**src/rtl/i2s_sync_pkg.sv**
```systemverilog
package i2s_sync_pkg;
  typedef enum logic [1:0] {
    TRK_LOST = 2'd0,
    TRK_HALF = 2'd1,
    TRK_OK   = 2'd2
  } trk_state_e;

  typedef struct packed {
    logic rise;
    logic good;
    logic bad;
  } meas_ev_t;
endpackage

```
**src/rtl/sync_period_meter.sv**
```systemverilog
module sync_period_meter
  import i2s_sync_pkg::*;
#(
  parameter int CNT_W       = 12,
  parameter int TOL         = 4,
  parameter int SYNC_STAGES = 2
) (
  input  logic             clk_i,
  input  logic             rst_ni,
  input  logic             lrck_i,
  input  logic [CNT_W-1:0] n_i,
  output meas_ev_t         ev_o
);
  localparam int W1 = CNT_W + 1;
  localparam logic [W1-1:0] TOL_X = W1'(TOL);

  logic [SYNC_STAGES:0] sh_q;
  logic [CNT_W-1:0]     cnt_q;
  logic                 armed_q;
  logic                 rise;
  logic [W1-1:0]        cnt_x, n_x;
  logic                 in_win, timeout;

  always_ff @(posedge clk_i or negedge rst_ni) begin
    if (!rst_ni) sh_q <= '0;
    else         sh_q <= {sh_q[SYNC_STAGES-1:0], lrck_i};
  end

  assign rise = sh_q[SYNC_STAGES-1] & ~sh_q[SYNC_STAGES];

  // saturating period counter: a stalled frame clock reads as too long
  always_ff @(posedge clk_i or negedge rst_ni) begin
    if (!rst_ni) begin
      cnt_q   <= '0;
      armed_q <= 1'b0;
    end else begin
      armed_q <= armed_q | rise;
      if (rise)            cnt_q <= CNT_W'(1);
      else if (cnt_q != '1) cnt_q <= cnt_q + CNT_W'(1);
    end
  end

  assign cnt_x   = {1'b0, cnt_q};
  assign n_x     = {1'b0, n_i};
  assign in_win  = (cnt_x + TOL_X >= n_x) && (cnt_x <= n_x + TOL_X);
  assign timeout = (cnt_x == n_x + TOL_X + W1'(1));

  assign ev_o.rise = rise;
  assign ev_o.good = rise & armed_q & in_win;
  assign ev_o.bad  = armed_q & (rise ? ~in_win : timeout);
endmodule

```
**src/rtl/sync_tracker.sv**
```systemverilog
module sync_tracker
  import i2s_sync_pkg::*;
(
  input  logic     clk_i,
  input  logic     rst_ni,
  input  meas_ev_t ev_i,
  input  logic     pll_lock_i,
  input  logic     clr_i,
  output logic     sync_ok_o,
  output logic     sticky_o
);
  trk_state_e state_q, state_d;
  logic bad, good, loss;

  assign bad  = ev_i.bad | ~pll_lock_i;
  assign good = ev_i.good & pll_lock_i;
  assign loss = (state_q == TRK_OK) & bad;

  always_comb begin
    state_d = state_q;
    if (bad) state_d = TRK_LOST;
    else if (good) begin
      unique case (state_q)
        TRK_LOST: state_d = TRK_HALF;
        default:  state_d = TRK_OK;
      endcase
    end
  end

  always_ff @(posedge clk_i or negedge rst_ni) begin
    if (!rst_ni) begin
      state_q  <= TRK_LOST;
      sticky_o <= 1'b0;
    end else begin
      state_q <= state_d;
      if (loss)       sticky_o <= 1'b1; // set beats clear
      else if (clr_i) sticky_o <= 1'b0;
    end
  end

  assign sync_ok_o = (state_q == TRK_OK);
endmodule

```
**src/rtl/sample_router.sv**
```systemverilog
module sample_router #(
  parameter int         DW      = 24,
  parameter logic [1:0] SEL_RST = 2'b10
) (
  input  logic          clk_i,
  input  logic          rst_ni,
  input  logic          frame_tick_i,
  input  logic [1:0]    sel_i,
  input  logic [DW-1:0] left_i,
  input  logic [DW-1:0] right_i,
  input  logic          vld_i,
  input  logic          mute_i,
  output logic [DW-1:0] ch_o [2],
  output logic          vld_o
);
  for (genvar g = 0; g < 2; g++) begin : g_ch
    logic          sel_q;
    logic [DW-1:0] dat_q;

    always_ff @(posedge clk_i or negedge rst_ni) begin
      if (!rst_ni) begin
        sel_q <= SEL_RST[g];
        dat_q <= '0;
      end else begin
        if (frame_tick_i) sel_q <= sel_i[g];
        dat_q <= mute_i ? '0 : (sel_q ? right_i : left_i);
      end
    end

    assign ch_o[g] = dat_q;
  end

  always_ff @(posedge clk_i or negedge rst_ni) begin
    if (!rst_ni) vld_o <= 1'b0;
    else         vld_o <= vld_i;
  end
endmodule

```
**src/rtl/i2s_sync_guard.sv**
```systemverilog
module i2s_sync_guard
  import i2s_sync_pkg::*;
#(
  parameter int CNT_W = 12,
  parameter int TOL   = 4,
  parameter int DW    = 24
) (
  input  logic             clk_i,
  input  logic             rst_ni,
  input  logic             lrck_i,
  input  logic             sck_i,
  input  logic             sck_delay_en_i,
  output logic             sck_o,
  input  logic             pll_lock_i,
  input  logic             detect_en_i,
  input  logic [CNT_W-1:0] n_i,
  input  logic             ch1_sel_i,
  input  logic             ch2_sel_i,
  input  logic [DW-1:0]    left_i,
  input  logic [DW-1:0]    right_i,
  input  logic             sample_vld_i,
  output logic [DW-1:0]    ch1_o,
  output logic [DW-1:0]    ch2_o,
  output logic             sample_vld_o,
  output logic             freeze_o,
  output logic             sync_ok_o,
  output logic             desync_sticky_o,
  input  logic             clr_sticky_i
);
  meas_ev_t      ev;
  logic          sck_q;
  logic          mute;
  logic [DW-1:0] ch [2];

  always_ff @(posedge clk_i or negedge rst_ni) begin
    if (!rst_ni) sck_q <= 1'b0;
    else         sck_q <= sck_i;
  end
  assign sck_o = sck_delay_en_i ? sck_q : sck_i;

  sync_period_meter #(.CNT_W(CNT_W), .TOL(TOL), .SYNC_STAGES(2)) i_meter (
    .clk_i  (clk_i),
    .rst_ni (rst_ni),
    .lrck_i (lrck_i),
    .n_i    (n_i),
    .ev_o   (ev)
  );

  sync_tracker i_tracker (
    .clk_i      (clk_i),
    .rst_ni     (rst_ni),
    .ev_i       (ev),
    .pll_lock_i (pll_lock_i),
    .clr_i      (clr_sticky_i),
    .sync_ok_o  (sync_ok_o),
    .sticky_o   (desync_sticky_o)
  );

  // lock loss mutes in the same cycle, before the tracker registers it
  assign mute     = detect_en_i & (~sync_ok_o | ~pll_lock_i);
  assign freeze_o = mute;

  sample_router #(.DW(DW), .SEL_RST(2'b10)) i_router (
    .clk_i        (clk_i),
    .rst_ni       (rst_ni),
    .frame_tick_i (ev.rise),
    .sel_i        ({ch2_sel_i, ch1_sel_i}),
    .left_i       (left_i),
    .right_i      (right_i),
    .vld_i        (sample_vld_i),
    .mute_i       (mute),
    .ch_o         (ch),
    .vld_o        (sample_vld_o)
  );

  assign ch1_o = ch[0];
  assign ch2_o = ch[1];
endmodule

```
**config.mk**
```make
export PLATFORM = sky130hd
export DESIGN_NAME = i2s_sync_guard
export DESIGN_NICKNAME = d
export VERILOG_FILES = /design/src/rtl/i2s_sync_pkg.sv /design/src/rtl/sync_period_meter.sv /design/src/rtl/sync_tracker.sv /design/src/rtl/sample_router.sv /design/src/rtl/i2s_sync_guard.sv
export SDC_FILE = /design/constraint.sdc
export NUM_CORES = 1
export LEC_CHECK = 0
export BUFFER_PORTS_ARGS = -buffer_cell sky130_fd_sc_hd__buf_2
export CAP_MARGIN = 10
export CORE_ASPECT_RATIO = 0.5
export CORE_MARGIN = 1.5
export CORE_UTILIZATION = 35
export CTS_CLUSTER_DIAMETER = 50
export CTS_CLUSTER_SIZE = 14
export DETAILED_ROUTE_END_ITERATION = 10
export HOLD_SLACK_MARGIN = 0.1
export PLACE_DENSITY = 0.63
export REMOVE_ABC_BUFFERS = 1
export SYNTH_ARGS = -nofsm -noshare
export SYNTH_HDL_FRONTEND = slang
export SYNTH_HIERARCHICAL = 1
export SYNTH_SLANG_ARGS = --single-unit
```
**constraint.sdc**
```tcl
create_clock -name clk_i -period 4.9 [get_ports clk_i]
set_clock_uncertainty 0.2 [all_clocks]
set_input_delay 0.98 -clock clk_i [delete_from_list [all_inputs] [get_ports clk_i]]
set_output_delay 0.98 -clock clk_i [all_outputs]
set_load 0.1 [all_outputs]
```
==> results.toml, run 1 <==
[grt]
grt-ovfl-total = 0
met1_usage_pct = 20.7
grt_max_degree = 50
grtUsageMet2_pct = 26.5
grt_pass1_vias = 3330
antenna_found_initial = 0
grtUsageTotal_pct = 15.9
grt_pass1_wl_um = 16400
grt_util_met3_pct = 4.90
busiest_layer = "met2"

[route]
wl_per_cell_um = 14.0
drc = 0
drt_iter0_drc = 106
routed_wl_um = 9890
vias = 3445
final_antenna_net_count = 0
drt_first_pass_iters = 4
avgViaCountPerCell = 4.88

[min_path]
min_path_type = "reg -> reg"
whs_endpoint = "i_meter/sh_q[1]$_DFF_PN0_"
hold_depth = 0
min_from = "i_meter/sh_q[0]$_DFF_PN0_"

[cts]
cts_tree = "yes"
post_cts_resized = 0
htree_levels = 3
cts_setup_buffers = 0
root_buffer = "clkbuf_16"
cts-buffers-inserted = 9
clk_pin_slew_ps = 50
clock_path_buffers = 2
worstSkewPairLatency_ps = 330
clkSinkCount = 71
hold_buffers = 0

[setup_path]
r2r_start = "i_meter/cnt_q[3]$_DFFE_PN0P_"
regToRegSetupSlack_ps = 1570
arrival_ps = 4070
critPathTopFamily = "compound AO/OA/AOI/OAI gates"
crit_top_cell = "ha_1"
cp-start-kind = "input pin"
endpoint_kind = "flip-flop"
crit_required_ps = 4950
cp_num_buf_inv = 1
crit_type = "in -> reg"
reg2regPathDepth = 12
critPathSlowestCell = "a2111oi_0"
max_stage_delay_ps = 400
cp_cell_sequence = "buf_2 -> ha_1 -> nand3_1 -> xnor2_1 -> ha_1 -> a211oi_1 -> o21bai_1 -> a21o_1 -> a2111oi_0 -> o21ai_0 -> nor3b_1 -> or3b_1 -> a21oi_2"
path_max_fanout = 8
r2r-end = "i_tracker/state_q[0]$_DFFE_PN0P_"

[synthesis]
ys_warn_count = 6
ys_seq_elements = 71
ys_types = 62
synth_area_mm2 = 0.00431
avgSynthCellArea_um2 = 10.2
synthCells = 421
synth_edf_count = 0
synth_area_leader_cell = "dfrtp_1"
synth_ff_type = "dfrtp_1"
synthTopCellsByArea = "dfrtp_1, mux2i_1, ha_1"
postSynth.asyncResetShare_pct = 100
yosys.area.top_type_share_pct = 40.7
seq_area_frac_synth_pct = 41.3

[floorplanning]
initial_core_util_pct = 36.2
rows = 28
pin_count = 124
die-height_um = 81.5
die_area_mm2 = 0.0130
core_area_mm2 = 0.0119
die-width_um = 160

[placed_design]
gp_congestion = 0.821
pre_cts_ws_ps = 581
port_buffers = 123
hpwl_um = 7400

[sta]
period_share_pct = 82.0
whs_ps = 157
tightest_slew_ps = 943
slew_headroom_pct = 37.1
setup_viol = 0
drv_slew = 0
fmax_ghz = 0.249
final.setup.tns_ps = 0
finalWorstSetupSlack_ps = 883
rsz0062_at_grt = "false"
min_period_ps = 4020
finalHoldViolations = 0

[outcome]
outcome = "complete, no violations"

[power]
power_density_mw_per_mm2 = 369
p_leak_uw = 0.00267
peakVddDrop_mv = 0.158
total_power_uw = 1950

[flow_run]
maxCapViolCount = 0

[final_layout]
finalNetCount = 634
utilization_pct = 44.3
drive_above_1_share_pct = 29.8
antenna_cells = 0
n_fill_cell = 1201
syn2layout_area_growth_pct = 22.6
## how the worst max path moves through the flow
stage	start	end	cells past startpoint
2_1_floorplan	i_tracker/state_q[1]$_DFFE_PN0P_	freeze_o	2
3_3_place_gp	n_i[2]	i_tracker/state_q[0]$_DFFE_PN0P_	13
3_5_place_dp	n_i[2]	i_tracker/state_q[0]$_DFFE_PN0P_	13
4_1_cts	n_i[2]	i_tracker/state_q[0]$_DFFE_PN0P_	13
5_1_grt	n_i[2]	i_tracker/state_q[0]$_DFFE_PN0P_	14
6_report	n_i[2]	i_tracker/state_q[0]$_DFFE_PN0P_	13
## routing by layer
layer / vias to the layer above / share of wire (%) / routed length [um]
li1: 1701 / - / -
met3: 8 / 4.8 / 473
met4: 0 / 0.85 / 84
met5: - / 0 / 0
met1: 1669 / 47 / 4620
met2: 67 / 48 / 4720
## state kept, by name (all words and copies together), names as in the netlist
name and cells:
i_router/g_ch.dat_q 48, i_meter/armed_q 1, i_meter/cnt_q 12, i_tracker/state_q 2
i_router/vld_o 1, i_meter/sh_q 3, i_router/g_ch.sel_q 2, i_tracker/sticky_o 1
sck_q 1
## stage by stage
stage | cells | area, um^2
detailed placement | 690 | 4990
CTS | 706 | 5280
global placement | 690 | 4990
global route | 706 | 5280
floorplan | 398 | 4130
finish | 706 | 5280
## kinds of logic after synthesis
family,share of synthesized area (%)
adders and majority gates,7.84
AOI/OAI and AO/OA,8.83
muxes,12.5
and+or+nand+nor,16.4
DFF,41.3
buffers and inverters,5.58
xor gates and xnor gates,7.61
## synthesized netlist by cell type, types with 3 or more instances
master / n
dfrtp_1: 70
nor2_1: 66
mux2i_1: 50
ha_1: 27
xnor2_1: 23
nand2_1: 19
a21oi_1: 13
inv_1: 13
clkbuf_1: 10
nand4_1: 10
xor2_1: 10
nand3_1: 9
o21ai_0: 9
nand2b_1: 7
buf_2: 5
nor3_1: 5
nor4_1: 5
buf_12: 4
or3_1: 4
a211oi_1: 3
inv_2: 3
nor2b_1: 3
or2_2: 3
## cells in the final DEF (no fill, tap or decap), drive strengths merged, types with 2 or more instances in the layout
cell type,instances
a2111oi,4
a211oi,3
a21boi,2
a21o,2
a21oi,14
and2,2
and4,3
buf,127
clkbuf,10
clkinv,4
dfrtp,70
ha,27
inv,16
mux2,3
mux2i,50
nand2,19
nand2b,7
nand3,9
nand4,10
nor2,66
nor2b,3
nor3,5
nor4,5
o2111ai,2
o211ai,2
o21ai,11
or2,4
or3,4
xnor2,24
xor2,10
## power by group
group	switching (uW)	total, uW	leakage, uW	internal (uW)
combinational	446	623	0.00162	178
clock	239	631	0.000142	392
sequential	57.0	696	0.000911	639
total	742	1950	0.00267	1210
## cell type report
type,instances,area (um^2),area share (%)
Multi-Input combinational cell,311,2300,43.6
Sequential cell,71,1780,33.7
Timing Repair Buffer,127,646,12.2
Clock buffer,10,229,4.34
Tap cell,165,206,3.91
Clock inverter,6,61.3,1.16
Inverter,16,60.1,1.14
Power figures use the tool's default switching activity.
==> run 2, diff against run 1 <==
- ABC_AREA: not set -> 1
- PLACE_DENSITY: 0.63 -> 0.64
- clock period: 4.9 -> 3.45 ns (I/O delays scaled with it)
==> run 2 against run 1 <==
Against the previous run:
- the run now ends with DRC left
- clock-buffer cell count rose by 1
- critical path depth up 6
- largest power group is now clock
- wire length is 19% higher
- sequential cell count did not move
- global-route usage is 1.5 points higher
- core utilization rose by 0.46 points
- synthesized cell count grew 57%
- highest routed layer is now met5
- setup slack got worse by 390 ps
- synthesized area up 8.2%
==> results.toml, run 2 <==
[synthesis]
synthTopCellsByArea = "dfrtp_1, nand2_1, nor2_1"
yosys.area_share.simple_pct = 37.0
ys_warn_count = 6
synth-xor-area-share_pct = 2.17
synth_adder_area_share_pct = 7.25
avgSynthCellArea_um2 = 7.05
synthTopCellsByCount = "nand2_1, nor2_1, inv_1"
seq_area_frac_synth_pct = 38.1
synth_ff_type = "dfrtp_1"
synth_compound_area_share_pct = 5.29
postSynth.asyncResetShare_pct = 100
synth_top_family_by_area = "simple AND/OR/NAND/NOR gates"
synth.most_common_cell = "nand2_1"
yosys.area.top_type_share_pct = 37.6
ys_types = 38
ys_seq_elements = 71
synth_area_mm2 = 0.00466
synthMuxAreaShare_pct = 0
synth_edf_count = 0
synthCells = 661
synth_area_leader_cell = "dfrtp_1"

[final_layout]
drive_above_1_share_pct = 22.6
final_cell_mix = "nand2_1, nor2_1, buf_2"
final_common_cell = "nand2_1"
top_register = "i_router/g_ch.dat_q"
final_cells = 959
reg_top3 = "i_router/g_ch.dat_q (48), i_meter/cnt_q (12), i_meter/sh_q (3)"
utilization_pct = 44.8
antenna_cells = 0
largest_reg_flops = 48
syn2layout_area_growth_pct = 23.5
finalNetCount = 882

[grt]
grtUsageTotal_pct = 17.4
antenna_found_initial = 1
grt-ovfl-total = 0
grt_max_degree = 72
grt_pass1_wl_um = 19600
grt_pass1_vias = 4155

[setup_path]
r2r_start = "i_meter/cnt_q[2]$_DFFE_PN0P_"
arrival_ps = 3030
path_max_fanout = 5
crit_start = "i_meter/cnt_q[2]$_DFFE_PN0P_"
max_stage_delay_ps = 350
crit_required_ps = 3520
crit_top_cell = "nand2_1"
endpoint_kind = "flip-flop"
critPathSlowestCell = "dfrtp_1"
crit_type = "reg -> reg"
cp_cell_sequence = "ha_1 -> nand2_1 -> nor2_1 -> nand2_1 -> nor2_1 -> xor2_1 -> inv_1 -> ha_1 -> a21oi_1 -> o21ai_0 -> a21oi_1 -> nand3_1 -> nand3_1 -> nand2_1 -> nor2_1 -> inv_1 -> nand2_1 -> nand2_1 -> nand2_1"
cp-start-kind = "flip-flop"

[cts]
root_buffer = "clkbuf_16"
worstSkewPairLatency_ps = 330
htree_levels = 3
cts_tree = "yes"
post_cts_resized = 0
cts_setup_buffers = 0
cts-buffers-inserted = 9
clock_path_buffers = 2
clkSinkCount = 71
hold_buffers = 0
clk_pin_slew_ps = 60

[route]
drt_first_pass_iters = 8
wl_per_cell_um = 12.2
drt_iter0_drc = 192
routed_wl_um = 11700
vias = 4377
drc = 6
final_antenna_net_count = 0
avgViaCountPerCell = 4.56

[floorplanning]
die_area_mm2 = 0.0141
initial_core_util_pct = 36.3
die-width_um = 166
rows = 29
core_area_mm2 = 0.0128
pin_count = 124
die-height_um = 84.6

[sta]
min_period_ps = 2960
rsz0062_at_grt = "false"
setup_viol = 0
finalHoldViolations = 0
finalWorstSetupSlack_ps = 490
tightest_slew_ps = 908
drv_slew = 0
fmax_ghz = 0.338
period_share_pct = 85.8
slew_headroom_pct = 39.5
final.setup.tns_ps = 0

[outcome]
violations = "DRC"
outcome = "finished, violations left"

[min_path]
min_from = "i_meter/sh_q[0]$_DFF_PN0_"
min_path_type = "reg -> reg"

[placed_design]
gp_congestion = 0.846
hpwl_um = 8790
port_buffers = 123
pre_cts_ws_ps = 158
placed_cells = 943

[power]
power_density_mw_per_mm2 = 522
peakVddDrop_mv = 0.246
p_leak_uw = 0.00332

[flow_run]
maxCapViolCount = 0
run 2: area by class of cell:
cell class / instances / area [um^2]
Multi-Input combinational cell: 480 / 2410
Timing Repair Buffer: 131 / 678
Clock buffer: 11 / 253
Sequential cell: 71 / 1780
Clock inverter: 5 / 80.1
Tap cell: 170 / 213
Inverter: 91 / 342
Fill cell: 1332 / 7090
run 2: final timing paths:
kind,slack (ps),cells past startpoint,to
max in group asynchronous,2180,1,i_meter/cnt_q[1]$_DFFE_PN0P_
min in group asynchronous,300,1,i_router/g_ch[1].dat_q[21]$_DFF_PN0_
min reg2reg,150,0,i_meter/sh_q[1]$_DFF_PN0_
min,150,0,i_meter/sh_q[1]$_DFF_PN0_
max reg2reg,490,19,i_tracker/sticky_o$_DFFE_PN0P_
max,490,19,i_tracker/sticky_o$_DFFE_PN0P_
run 2: cell families after synthesis:
family          count (synthesis)
buf+inv                       110
compound gates                 44
fa+ha+maj                      27
xor+xnor                       10
simple gates                  399
flops                          71
run 2: power breakdown:
group	switching [uW]	internal, uW	leakage [uW]
Sequential	61.2	914	0.000904
Combinational	774	241	0.00226
Clock	346	671	0.000158
run 2: layer usage:
metal / part of all wire, % / GRT usage, % / wire, um
met1: 47 / 21.7 / 5530
met2: 44 / 29.2 / 5210
met3: 6.9 / 5.33 / 804
met4: 1.4 / 5.00 / 169
met5: 0.10 / 0 / 12
run 2: stage by stage:
stage	hold slack [ps]	area [um^2]	power, uW
2_1_floorplan	131	4530	1740
3_3_place_gp	132	5420	2000
3_5_place_dp	144	5420	2010
4_1_cts	154	5750	3050
5_1_grt	156	5750	3180
6_report	152	5750	3010
run 2: worst max-delay path, delay by kind of cell (launching register included):
| kind | cells | cell delay [ps] |
|---|---|---|
| AND/OR/NAND/NOR | 11 | 1120 |
| adder cells (fa/ha/maj) | 2 | 570 |
| AO/OA/AOI/OAI | 3 | 400 |
| flip-flops | 1 | 350 |
| XOR/XNOR | 1 | 160 |
| buffers and inverters | 2 | 100 |
==> run 3, diff against run 2 <==
- PLACE_DENSITY: 0.64 -> 0.62
- clock period: 3.45 -> 3.6 ns (I/O delays scaled with it)
==> run 3 against run 2 <==
Against the previous run:
- the flow still finishes with violations (DRC)
- via count shrank 1.1%
- die area is the same
- final area shrank 1.2%
- sequential power shrank 4.0%
- non-clock buffer count is the same
- wire length shrank 2.2%
- largest power group is now combinational logic
- combinational power shrank 3%
- setup slack gained 110 ps
- largest cell class unchanged
- sequential cell count is the same
==> results.toml, run 3 (synthesized netlist as in run 2, its figures left out) <==
[outcome]
outcome = "finished, violations left"
violations = "DRC"

[setup_path]
r2r-end = "i_tracker/sticky_o$_DFFE_PN0P_"
r2r_start = "i_meter/cnt_q[2]$_DFFE_PN0P_"
regToRegSetupSlack_ps = 700
crit_start = "n_i[2]"
cp-start-kind = "input pin"
path_max_fanout = 11
crit_type = "in -> reg"
crit_required_ps = 3610
arrival_ps = 3010
endpoint_kind = "flip-flop"
reg2regPathDepth = 19

[sta]
tightest_slew_ps = 1020
rsz0062_at_grt = "false"
fmax_ghz = 0.333
drv_slew = 0
final.setup.tns_ps = 0
finalWorstSetupSlack_ps = 599
min_period_ps = 3000
period_share_pct = 83.4
slew_headroom_pct = 32.2
finalHoldViolations = 0
setup_viol = 0

[cts]
cts-buffers-inserted = 9
post_cts_resized = 0
worstSkewPairLatency_ps = 330
clkSinkCount = 71
root_buffer = "clkbuf_16"
cts_setup_buffers = 0
hold_buffers = 0
clock_path_buffers = 2
htree_levels = 3
clk_pin_slew_ps = 50
cts_tree = "yes"

[min_path]
min_path_type = "reg -> reg"
min_from = "i_meter/sh_q[0]$_DFF_PN0_"
hold_depth = 0
whs_endpoint = "i_meter/sh_q[1]$_DFF_PN0_"

[final_layout]
largest_reg_flops = 48
antenna_cells = 0
drive_above_1_share_pct = 21.9
final_cell_mix = "nand2_1, nor2_1, buf_2"
syn2layout_area_growth_pct = 22.0
stdcell_area_mm2 = 0.00568
finalNetCount = 882
top_register = "i_router/g_ch.dat_q"
final_common_cell = "nand2_1"
reg_top3 = "i_router/g_ch.dat_q (48), i_meter/cnt_q (12), i_meter/sh_q (3)"

[flow_run]
maxCapViolCount = 0

[placed_design]
gp_congestion = 0.853
hpwl_um = 8760
port_buffers = 123
pre_cts_ws_ps = 251
placed_cell_area_mm2 = 0.00542

[power]
peakVddDrop_mv = 0.304
p_leak_uw = 0.00330
power_density_mw_per_mm2 = 475

[route]
drt_iter0_drc = 155
wl_per_cell_um = 12.0
drc = 3
routed_wl_um = 11500
drt_first_pass_iters = 7
vias = 4330
avgViaCountPerCell = 4.52
final_antenna_net_count = 0

[grt]
grt_max_degree = 72
grt_pass1_wl_um = 19300
antenna_found_initial = 0
grt-ovfl-total = 0
grtUsageTotal_pct = 17.1
grt_pass1_vias = 4120

[floorplanning]
initial_core_util_pct = 36.3
pin_count = 124
die-height_um = 84.6
die_area_mm2 = 0.0141
rows = 29
core_area_mm2 = 0.0128
die-width_um = 166
run 3: routing by layer:
| metal | vias up | global-route usage [%] | share of wire (%) |
|---|---|---|---|
| li1 | 2283 | - | - |
| met1 | 1949 | 21.9 | 49 |
| met2 | 92 | 28.0 | 44 |
| met3 | 6 | 5.19 | 6.1 |
| met4 | 0 | 4.67 | 0.75 |
| met5 | - | 0 | 0 |
run 3: area by class of cell:
class / instances / area, um^2
flip-flops and latches: 71 / 1780
clock inverters: 1 / 5.00
multi-input cells: 480 / 2410
well taps: 170 / 213
clock buffers: 15 / 258
repair buffers: 131 / 678
inverters: 91 / 342
fillers: 1365 / 7160
run 3: critical path, cell delays in order:
cell and delay [ps]:
buf_2 210, ha_1 240, nand2_4 100, nor2_8 140, nand4_1 140, nand2_1 150
ha_1 250, nand2_1 70, inv_1 50, nand4_1 70, inv_1 50, o21ai_0 70
nand3_1 90, a21o_1 160, nand2_1 60, nand3_1 80, nand2_1 90, nor2_1 50
inv_1 50, nand2_1 60, nand2_1 70, nand2_1 40
run 3: worst max path at each step:
| stage | end | slack (ps) | cells after the start |
|---|---|---|---|
| floorplan | i_router/g_ch[0].dat_q[0]$_DFF_PN0_ | 420 | 5 |
| global placement | i_tracker/state_q[0]$_DFFE_PN0P_ | 350 | 22 |
| detailed placement | i_tracker/sticky_o$_DFFE_PN0P_ | 250 | 22 |
| CTS | i_tracker/sticky_o$_DFFE_PN0P_ | 600 | 22 |
| global route | i_tracker/state_q[0]$_DFFE_PN0P_ | 270 | 21 |
| finish | i_tracker/sticky_o$_DFFE_PN0P_ | 600 | 22 |
run 3: per-stage QoR:
step	power (uW)	util, %	cells	hold WS, ps
floorplan	1660	-	642	131
global placement	1920	42.2	943	139
detailed placement	1930	42.2	943	151
finish	2700	44.3	959	159
global route	2870	44.3	959	164
CTS	2740	44.3	959	163
run 3: report_power, final:
| part | internal, uW | switching (uW) |
|---|---|---|
| Sequential | 876 | 60.6 |
| Combinational | 232 | 742 |
| Clock | 485 | 306 |
| Total | 1590 | 1110 |
